## config.mk

```make
export PLATFORM = sky130hd
export DESIGN_NAME = tbc_ring
export DESIGN_NICKNAME = d
export VERILOG_FILES = /design/src/rtl/tbc_pkg.sv /design/src/rtl/tbc_silo.sv /design/src/rtl/tbc_ram.sv /design/src/rtl/tbc_arbiter.sv /design/src/rtl/tbc_ring.sv
export SDC_FILE = /design/constraint.sdc
export NUM_CORES = 1
export LEC_CHECK = 0
export ABC_AREA = 0
export BUFFER_PORTS_ARGS = -buffer_cell sky130_fd_sc_hd__buf_2
export CAP_MARGIN = 20
export CORE_ASPECT_RATIO = 2
export CORE_MARGIN = 4
export CORE_UTILIZATION = 35
export DETAILED_ROUTE_END_ITERATION = 7
export HOLD_SLACK_MARGIN = 0.05
export PLACE_DENSITY = 0.55
export REMOVE_ABC_BUFFERS = 1
export SETUP_SLACK_MARGIN = 0.4
export SYNTH_ARGS = -nofsm -noshare
export SYNTH_HDL_FRONTEND = slang
export SYNTH_SLANG_ARGS = --single-unit
```

## constraint.sdc

```tcl
create_clock -name clk -period 2.8 [get_ports clk]
set_clock_uncertainty 0.05 [all_clocks]
set_input_delay 0.28 -clock clk [delete_from_list [all_inputs] [get_ports clk]]
set_output_delay 0.28 -clock clk [all_outputs]
set_load 0.005 [all_outputs]
```

## src/rtl/tbc_pkg.sv

```systemverilog
package tbc_pkg;
  // RAM access chosen for the current cycle
  typedef enum logic [1:0] {
    OP_IDLE  = 2'd0,
    OP_READ  = 2'd1,
    OP_WRITE = 2'd2
  } ram_op_e;
endpackage

```

## src/rtl/tbc_silo.sv

```systemverilog
module tbc_silo #(
  parameter int W = 16,
  parameter int D = 4
) (
  input  logic         clk,
  input  logic         rst,
  input  logic         push_valid,
  input  logic [W-1:0] push_data,
  input  logic         pop,
  output logic         empty,
  output logic         full,
  output logic [W-1:0] head,
  output logic         drop
);
  localparam int PW = (D > 1) ? $clog2(D) : 1;
  localparam int CW = $clog2(D + 1);

  logic [W-1:0]  slot [D];
  logic [PW-1:0] rdp, wrp;
  logic [CW-1:0] cnt;
  logic          accept;

  assign empty  = (cnt == '0);
  assign full   = (cnt == CW'(D));
  assign head   = slot[rdp];
  assign accept = push_valid && (!full || pop);
  assign drop   = push_valid && full && !pop;

  always_ff @(posedge clk) begin
    if (accept) slot[wrp] <= push_data;
  end

  always_ff @(posedge clk) begin
    if (rst) begin
      rdp <= '0;
      wrp <= '0;
      cnt <= '0;
    end else begin
      if (accept) wrp <= (wrp == PW'(D - 1)) ? '0 : wrp + 1'b1;
      if (pop)    rdp <= (rdp == PW'(D - 1)) ? '0 : rdp + 1'b1;
      cnt <= cnt + CW'(accept) - CW'(pop);
    end
  end
endmodule

```

## src/rtl/tbc_ram.sv

```systemverilog
module tbc_ram #(
  parameter int W     = 16,
  parameter int DEPTH = 16,
  localparam int AW   = $clog2(DEPTH)
) (
  input  logic          clk,
  input  logic          we,
  input  logic          re,
  input  logic [AW-1:0] addr,
  input  logic [W-1:0]  wdata,
  output logic [W-1:0]  rdata
);
  logic [W-1:0] mem [DEPTH];

  always_ff @(posedge clk) begin
    if (we) mem[addr] <= wdata;
    if (re) rdata <= mem[addr];
  end
endmodule

```

## src/rtl/tbc_arbiter.sv

```systemverilog
module tbc_arbiter
  import tbc_pkg::*;
#(
  parameter int DEPTH     = 16,
  parameter int NOM_DELAY = DEPTH / 2,
  localparam int AW       = $clog2(DEPTH),
  localparam int OW       = $clog2(DEPTH + 1)
) (
  input  logic          clk,
  input  logic          rst,
  input  logic          rd_req,
  input  logic          silo_empty,
  output logic          ram_we,
  output logic          ram_re,
  output logic [AW-1:0] ram_addr,
  output logic          silo_pop,
  output logic          rd_grant,
  output logic          underrun_hit,
  output logic          ring_full_hit,
  output logic [OW-1:0] occ,
  output logic          primed
);
  ram_op_e       op;
  logic [AW-1:0] wr_ptr, rd_ptr;
  logic          ring_full, ring_empty, is_read, is_write;

  // steady side first, silo fills the remaining cycles
  always_comb begin
    op = OP_IDLE;
    if (rd_req && primed)  op = OP_READ;
    else if (!silo_empty)  op = OP_WRITE;
  end

  assign is_read       = (op == OP_READ);
  assign is_write      = (op == OP_WRITE);
  assign ring_full     = (occ == OW'(DEPTH));
  assign ring_empty    = (occ == '0);
  assign ram_we        = is_write && !ring_full;
  assign ram_re        = is_read && !ring_empty;
  assign ram_addr      = is_read ? rd_ptr : wr_ptr;
  assign silo_pop      = is_write;
  assign rd_grant      = is_read;
  assign underrun_hit  = is_read && ring_empty;
  assign ring_full_hit = is_write && ring_full;

  always_ff @(posedge clk) begin
    if (rst) begin
      wr_ptr <= '0;
      rd_ptr <= '0;
      occ    <= '0;
      primed <= 1'b0;
    end else begin
      if (ram_we) wr_ptr <= (wr_ptr == AW'(DEPTH - 1)) ? '0 : wr_ptr + 1'b1;
      if (ram_re) rd_ptr <= (rd_ptr == AW'(DEPTH - 1)) ? '0 : rd_ptr + 1'b1;
      occ    <= occ + OW'(ram_we) - OW'(ram_re);
      primed <= primed || (occ >= OW'(NOM_DELAY));
    end
  end
endmodule

```

## src/rtl/tbc_ring.sv

```systemverilog
module tbc_ring #(
  parameter int DATA_W    = 16,
  parameter int DEPTH     = 16,
  parameter int NOM_DELAY = DEPTH / 2,
  parameter int SILO_D    = 4,
  localparam int AW       = $clog2(DEPTH),
  localparam int OW       = $clog2(DEPTH + 1)
) (
  input  logic              clk,
  input  logic              rst,
  input  logic              in_valid,
  input  logic [DATA_W-1:0] in_data,
  input  logic              rd_req,
  output logic              out_valid,
  output logic [DATA_W-1:0] out_data,
  output logic              underrun,
  output logic              ring_drop,
  output logic              silo_drop
);
  logic              silo_empty, silo_full, silo_pop, silo_drop_hit;
  logic [DATA_W-1:0] silo_head, ram_q;
  logic              ram_we, ram_re, rd_grant, underrun_hit, ring_full_hit;
  logic [AW-1:0]     ram_addr;
  logic [OW-1:0]     occ;
  logic              primed;

  tbc_silo #(.W(DATA_W), .D(SILO_D)) u_silo (
    .clk(clk), .rst(rst),
    .push_valid(in_valid), .push_data(in_data), .pop(silo_pop),
    .empty(silo_empty), .full(silo_full), .head(silo_head), .drop(silo_drop_hit)
  );

  tbc_arbiter #(.DEPTH(DEPTH), .NOM_DELAY(NOM_DELAY)) u_arb (
    .clk(clk), .rst(rst), .rd_req(rd_req), .silo_empty(silo_empty),
    .ram_we(ram_we), .ram_re(ram_re), .ram_addr(ram_addr),
    .silo_pop(silo_pop), .rd_grant(rd_grant),
    .underrun_hit(underrun_hit), .ring_full_hit(ring_full_hit),
    .occ(occ), .primed(primed)
  );

  tbc_ram #(.W(DATA_W), .DEPTH(DEPTH)) u_ram (
    .clk(clk), .we(ram_we), .re(ram_re), .addr(ram_addr),
    .wdata(silo_head), .rdata(ram_q)
  );

  logic empty_q;

  always_ff @(posedge clk) begin
    if (rst) begin
      out_valid <= 1'b0;
      empty_q   <= 1'b0;
      ring_drop <= 1'b0;
      silo_drop <= 1'b0;
    end else begin
      out_valid <= rd_grant;
      empty_q   <= underrun_hit;
      ring_drop <= ring_full_hit;
      silo_drop <= silo_drop_hit;
    end
  end

  assign underrun = empty_q;
  assign out_data = empty_q ? '0 : ram_q;
endmodule

```

Word-level counts from Yosys, hierarchy flattened
Memory sizes are Yosys's and may differ from the RTL's. A register that Yosys moved wholly into a read port is not among the register bits.
Cells that the tools add are included.
{"block": "totals", "reg_bits": 25, "latch_bits": 0, "ramBits": 320, "rom_bits": 0, "in_bits": 20, "elab_cells": 60, "n_memories": 2}
{"block": "classes", "add_sub_neg": 8, "n_mul": 0, "div_mod_pow": 0, "order_cmp": 1, "eq_ne": 8, "shifts": 0, "mux": 14, "bitwise_logic": 0, "n_reduce_logical": 16}
{"memory": "u_ram.mem", "depth": 16, "width": 16, "rd": 1, "rd_ports_with_merged_regs": 1, "write_ports": 1, "line_no": "tbc_ram.sv:13", "rtl": "logic [W-1:0] mem [DEPTH];"}
{"memory": "u_silo.slot", "depth": 4, "width": 16, "rd": 1, "rd_ports_with_merged_regs": 1, "write_ports": 1, "line_no": "tbc_silo.sv:18", "rtl": "logic [W-1:0] slot [D];"}
{"op": "$mux W16", "count": 1}
{"op": "$mux W2", "count": 6}
{"op": "$mux W4", "count": 3}
{"op": "$add A4 B1 Y4 const B", "count": 2}
{"op": "$eq A4 B4 Y1 const B", "count": 2}
{"op": "$logic_and A1 B1 Y1", "count": 8}
{"op": "$eq A2 B2 Y1 const B", "count": 3}
{"op": "$add A5 B1 Y5", "count": 1}
{"op": "$eq A5 B5 Y1 const B", "count": 1}
{"op": "$ge A5 B4 Y1 const B", "count": 1}
{"op": "$logic_not A5 Y1", "count": 1}
{"op": "$sub A5 B1 Y5", "count": 1}
{"op": "$add A2 B1 Y2 const B", "count": 2}
{"op": "$logic_not A1 Y1", "count": 4}
{"op": "$mux W1", "count": 4}
{"op": "$add A3 B1 Y3", "count": 1}
{"op": "$eq A3 B3 Y1 const B", "count": 1}
{"op": "$logic_not A3 Y1", "count": 1}
{"op": "$sub A3 B1 Y3", "count": 1}
{"op": "$eq A2 B1 Y1 const B", "count": 1}
{"op": "$logic_or A1 B1 Y1", "count": 2}

Longest topological paths before layout
{"block": "logic_depth", "ltp_word": 8, "mapped_depth": 14, "depth_no_buf": 14}

Modules after synthesis
A second synthesis with hierarchy kept.
{"block": "hier_totals", "cells_unflattened": 691, "hier_area_um2": 14098.5}
{"mod": "tbc_ram", "n_inst": 1, "cells_per_inst": 434, "area_per_inst_um2": 10183.5, "seq_area_each_um2": 8167.8}
{"mod": "tbc_silo", "n_inst": 1, "cells_per_inst": 132, "area_per_inst_um2": 2792.7, "seq_area_each_um2": 2102.0}
{"mod": "tbc_arbiter", "n_inst": 1, "cells_per_inst": 100, "area_per_inst_um2": 873.3, "seq_area_each_um2": 280.3}
{"mod": "tbc_ring", "n_inst": 1, "cells_per_inst": 25, "area_per_inst_um2": 249.0, "seq_area_each_um2": 80.1}

Worst setup path after synthesis
Ideal clock, no wire load.
{"block": "synth_timing", "path_type": "register -> register", "startpoint": "register u_arb.primed", "endpoint": "register u_arb.occ[4]", "setup_ns": 0.128, "arrival_time_ns": 2.648, "required_time_ns": 2.622, "setup_slack_ns": -0.026, "stages_incl_launch_ff": 13, "path_buffers": 1, "cell_sequence": "dfxtp_1 > nand2_2 > buf_2 > a31oi_2 > ha_1 > inv_1 > ha_1 > fa_1 > a21oi_1 > nor2_1 > nor2_1 > xnor2_1 > nor2_1"}
{"item": "start, declared", "line_no": "tbc_arbiter.sv:21", "rtl": "output logic primed"}
{"item": "start signal, assigned", "line_no": "tbc_arbiter.sv:56", "rtl": "primed <= primed || (occ >= OW'(NOM_DELAY));"}
{"item": "$logic_and A1 B1 Y1", "line_no": "tbc_arbiter.sv:30", "rtl": "if (rd_req && primed) op = OP_READ;"}
{"item": "$mux W2", "line_no": "tbc_arbiter.sv:30"}
{"item": "$eq A2 B1 Y1", "line_no": "tbc_arbiter.sv:34", "rtl": "assign is_read = (op == OP_READ);"}
{"item": "$logic_and A1 B1 Y1", "line_no": "tbc_arbiter.sv:39", "rtl": "assign ram_re = is_read && !ring_empty;"}
{"item": "via ram_re", "line_no": "tbc_ring.sv:22", "rtl": "logic ram_we, ram_re, rd_grant, underrun_hit, ring_full_hit;"}
{"item": "$sub A5 B1 Y5", "line_no": "tbc_arbiter.sv:55", "rtl": "occ <= occ + OW'(ram_we) - OW'(ram_re);"}
{"item": "end signal, assigned", "line_no": "tbc_arbiter.sv:55"}
{"item": "end, declared", "line_no": "tbc_arbiter.sv:20", "rtl": "output logic [OW-1:0] occ,"}
The timed path passes the listed nets, and every way through them passes these cells.
A chain may end at the register's enable or synchronous reset.

Final worst setup path
{"block": "layout_timing", "startpoint": "register u_arb.occ[3]", "endpoint": "register u_arb.occ[4]"}
{"block": "layout_via", "elab_chain_cells": 5}
{"item": "$eq A5 B5 Y1", "line_no": "tbc_arbiter.sv:36", "rtl": "assign ring_full = (occ == OW'(DEPTH));"}
{"item": "$logic_not A1 Y1", "line_no": "tbc_arbiter.sv:38", "rtl": "assign ram_we = is_write && !ring_full;"}
{"item": "$logic_and A1 B1 Y1", "line_no": "tbc_arbiter.sv:38"}
{"item": "$add A5 B1 Y5", "line_no": "tbc_arbiter.sv:55"}
{"item": "$sub A5 B1 Y5 *", "line_no": "tbc_arbiter.sv:55"}
Mark *: on every way between the ends. The rest lies on a longest branch, timed or not.

==> summary.txt <==
fin area: 16600 um^2
Worst R2R Setup Slack: 0.40 ns
Starting Density: 0.354
IO Count: 40
share of layout cells above drive strength 1: 0.257
Synth Instances: 796
post-DR wirelength/cell: 23.0 um
Cell Area, Synth: 13700 um^2
Critical Path Start Type: flip-flop
via count: 7602
commonest non-fill, non-tap cell in the layout: edfxtp_1
die footprint: 42700 um^2
crit share post-route: 0.857
Clock Path Buffers: 3
# DRC: 0
flops & latches, synth: 363
final max-slew violation count: 0
most frequent cells in the layout: 336 x edfxtp_1, 122 x a22oi_1, 69 x a21oi_1
CTS Root Cell: clkbuf_16
Synth Area in Compound Gates: 0.105
gp weighted congestion: 0.776
slowest library cell on the worst path: fa_2
Adder-Cell Fraction of Synth Area: 0.0184
register area share after synthesis: 0.774
crit-path cells: inv_2 > ha_4 > nand4bb_1 > nor3b_4 > inv_2 > ha_4 > inv_2 > ha_4 > fa_2 > a21oi_2 > nor2_1 > nor2_1 > xnor2_1 > nor2_1
Worst EP arrival: 2.80 ns
WP data required: 3.20 ns
TritonCTS clock tree: built
Max-Cap Viols: 0
final setup TNS: 0 ns
Core Area: 38800 um^2
Placement Rows: 102
Layout Cells excl Fill: 1475
warnings from Yosys: 0
synthesized area per cell: 17.2 um^2
Worst Hold Class: in -> reg
Hold Crit Start: rst
routed vias/inst: 5.15
share of the core filled with cells: 0.429
Antenna Cells: 0
number of setup violations in the final report: 0
post-route ant nets: 0
initial antenna violation count: 0
Power per Cell Area: 946 nW/um^2
Critical path buffers and inverters: 3
critical path launch point: u_arb.occ[3]$_SDFF_PP0_
Die Y: 288 um
CP Capture Type: flip-flop
min cycle time layout: 2.40 ns
ys flop type: edfxtp_1
dpl cell area: 15100 um^2
Worst Tran Pin Value: 0.578 ns
Total Wirelength: 33900 um
FF/Latch Area: 10600 um^2
Post-Synth Simple-Gate Area: 0.0436
WS Path Type: reg -> reg
unrepaired setup endpoints after global routing: true
overall power: 15800 uW
Total GRT Usage: 0.159
Worst R2R Start: u_arb.occ[3]$_SDFF_PP0_
final hold violations: 0
FMAX: 417 MHz
multi-input logic area: 3000 um^2
Post-synth EDFFs: 336
largest net degree at the start of global routing: 45
largest family of logic cells by synthesized area: compound AO/OA/AOI/OAI gates
initial detailed-routing violation count: 567
outcome: finished clean
Clock transition at path regs: 0.07 ns
Worst path max stage delay: 0.35 ns
Top delay family on crit path: adder cells
Post-DP HPWL: 21300 um
CTS HTree Levels: 1
first-pass GRT wire length: 50800 um
Leak: 0.00542 uW
critical path peak fanout: 2
gr ovfl total: 0
number of fill cells: 3512
Worst VDD drop: 0.000571 V
multiplexer share of the synthesized area: 0.0299
vias in the first global route: 8182
Nets: 970
DP Cell Count: 1377
post-synthesis cell type count: 43
DR pass1 iterations: 5
P&R area growth vs syn: 21.2%
Clock Latency Late Sink: 0.58 ns
xor/xnor share of the synthesized area: 0.00510
asr flop ratio synth: 0
Slew HR: 0.613
Die Wd: 148 um
Clock Sinks: 363
I/O Buffers: 39
CTS Buf Count: 30
## area by class of cell
type | instances | area share
sequential | 363 | 0.639
inverter | 17 | 0.00383
tap | 520 | 0.0391
clock inverter | 23 | 0.0129
multi-input combinational | 371 | 0.180
clock buffer | 33 | 0.0458
timing repair buffer | 148 | 0.0787
## stage by stage
step,worst slack (ns),hold WS [ns]
2_1_floorplan,-3.17,0.299
3_3_place_gp,0.141,0.422
3_5_place_dp,0.185,0.431
4_1_cts,0.329,0.0591
5_1_grt,0.278,0.110
6_report,0.401,0.0904
## layer usage
metal / vias to the layer above / GRT usage / wire, um
met5: - / 0 / 0
met4: 0 / 0.0571 / 1000
met3: 57 / 0.0162 / 1260
met2: 168 / 0.316 / 19700
met1: 3924 / 0.170 / 11900
li1: 3453 / - / -
## final timing paths
| path | cells past startpoint | endpoint |
|---|---|---|
| worst max register to register | 14 | u_arb.occ[4]$_SDFF_PP0_ |
| worst min register to register | 2 | flip-flop |
| worst min-delay path | 2 | u_arb.rd_ptr[1]$_SDFFE_PP0P_ |
| worst max-delay path | 14 | u_arb.occ[4]$_SDFF_PP0_ |
## power breakdown
group          internal, uW  switching (uW)
registers              7050             184
clock network          2260            1940
logic                  1710            2600
## sequential cells by signal, summed over array words and instances (netlist names), 2 cells and up, named ones only
signal / flops
u_silo.wrp: 2
u_arb.rd_ptr: 4
u_silo.rdp: 2
u_arb.occ: 5
u_arb.wr_ptr: 4
u_ram.mem: 256
u_silo.cnt: 3
u_ram.rdata: 16
u_silo.slot: 64
## cell families (layout without fill, tap and decap cells)
family | after synthesis | after routing
AO/OA/AOI/OAI | 215 | 215
XOR/XNOR | 8 | 8
adder cells (fa/ha/maj) | 19 | 19
buffers and inverters | 62 | 221
flip-flops | 363 | 363
multiplexers | 21 | 21
AND/OR/NAND/NOR | 108 | 108
## Yosys cell counts (2+ instances only)
master | number | share of area
nand2_1 | 13 | 0.0036
clkbuf_1 | 17 | 0.0046
buf_6 | 10 | 0.0082
xnor2_1 | 7 | 0.0045
edfxtp_1 | 336 | 0.73
mux4_2 | 16 | 0.026
a31oi_1 | 6 | 0.0027
dfxtp_1 | 27 | 0.039
nor2_1 | 33 | 0.0090
nand4b_1 | 2 | 0.0013
nor3b_1 | 2 | 0.0011
buf_2 | 18 | 0.0066
nand3_1 | 2 | 0.00073
o21ai_2 | 2 | 0.0013
inv_1 | 17 | 0.0046
nor3_1 | 5 | 0.0018
ha_1 | 17 | 0.015
nor2b_1 | 20 | 0.0091
a21oi_1 | 71 | 0.026
fa_1 | 2 | 0.0029
or4_1 | 16 | 0.0087
mux2i_1 | 5 | 0.0036
and2_1 | 4 | 0.0018
nand2b_1 | 2 | 0.00091
a22oi_1 | 128 | 0.070
## timing repair
action | CTS | global route
buffers inserted | 16 | 6
cloned | 2 | 1
hold endpoints to repair | 65 | 0
hold buffers | 17 | 0
endpoints found under the setup margin | 33 | 18
pin swaps | 6 | 8
gates resized for setup | 18 | 25
Power figures use the tool's default switching activity.
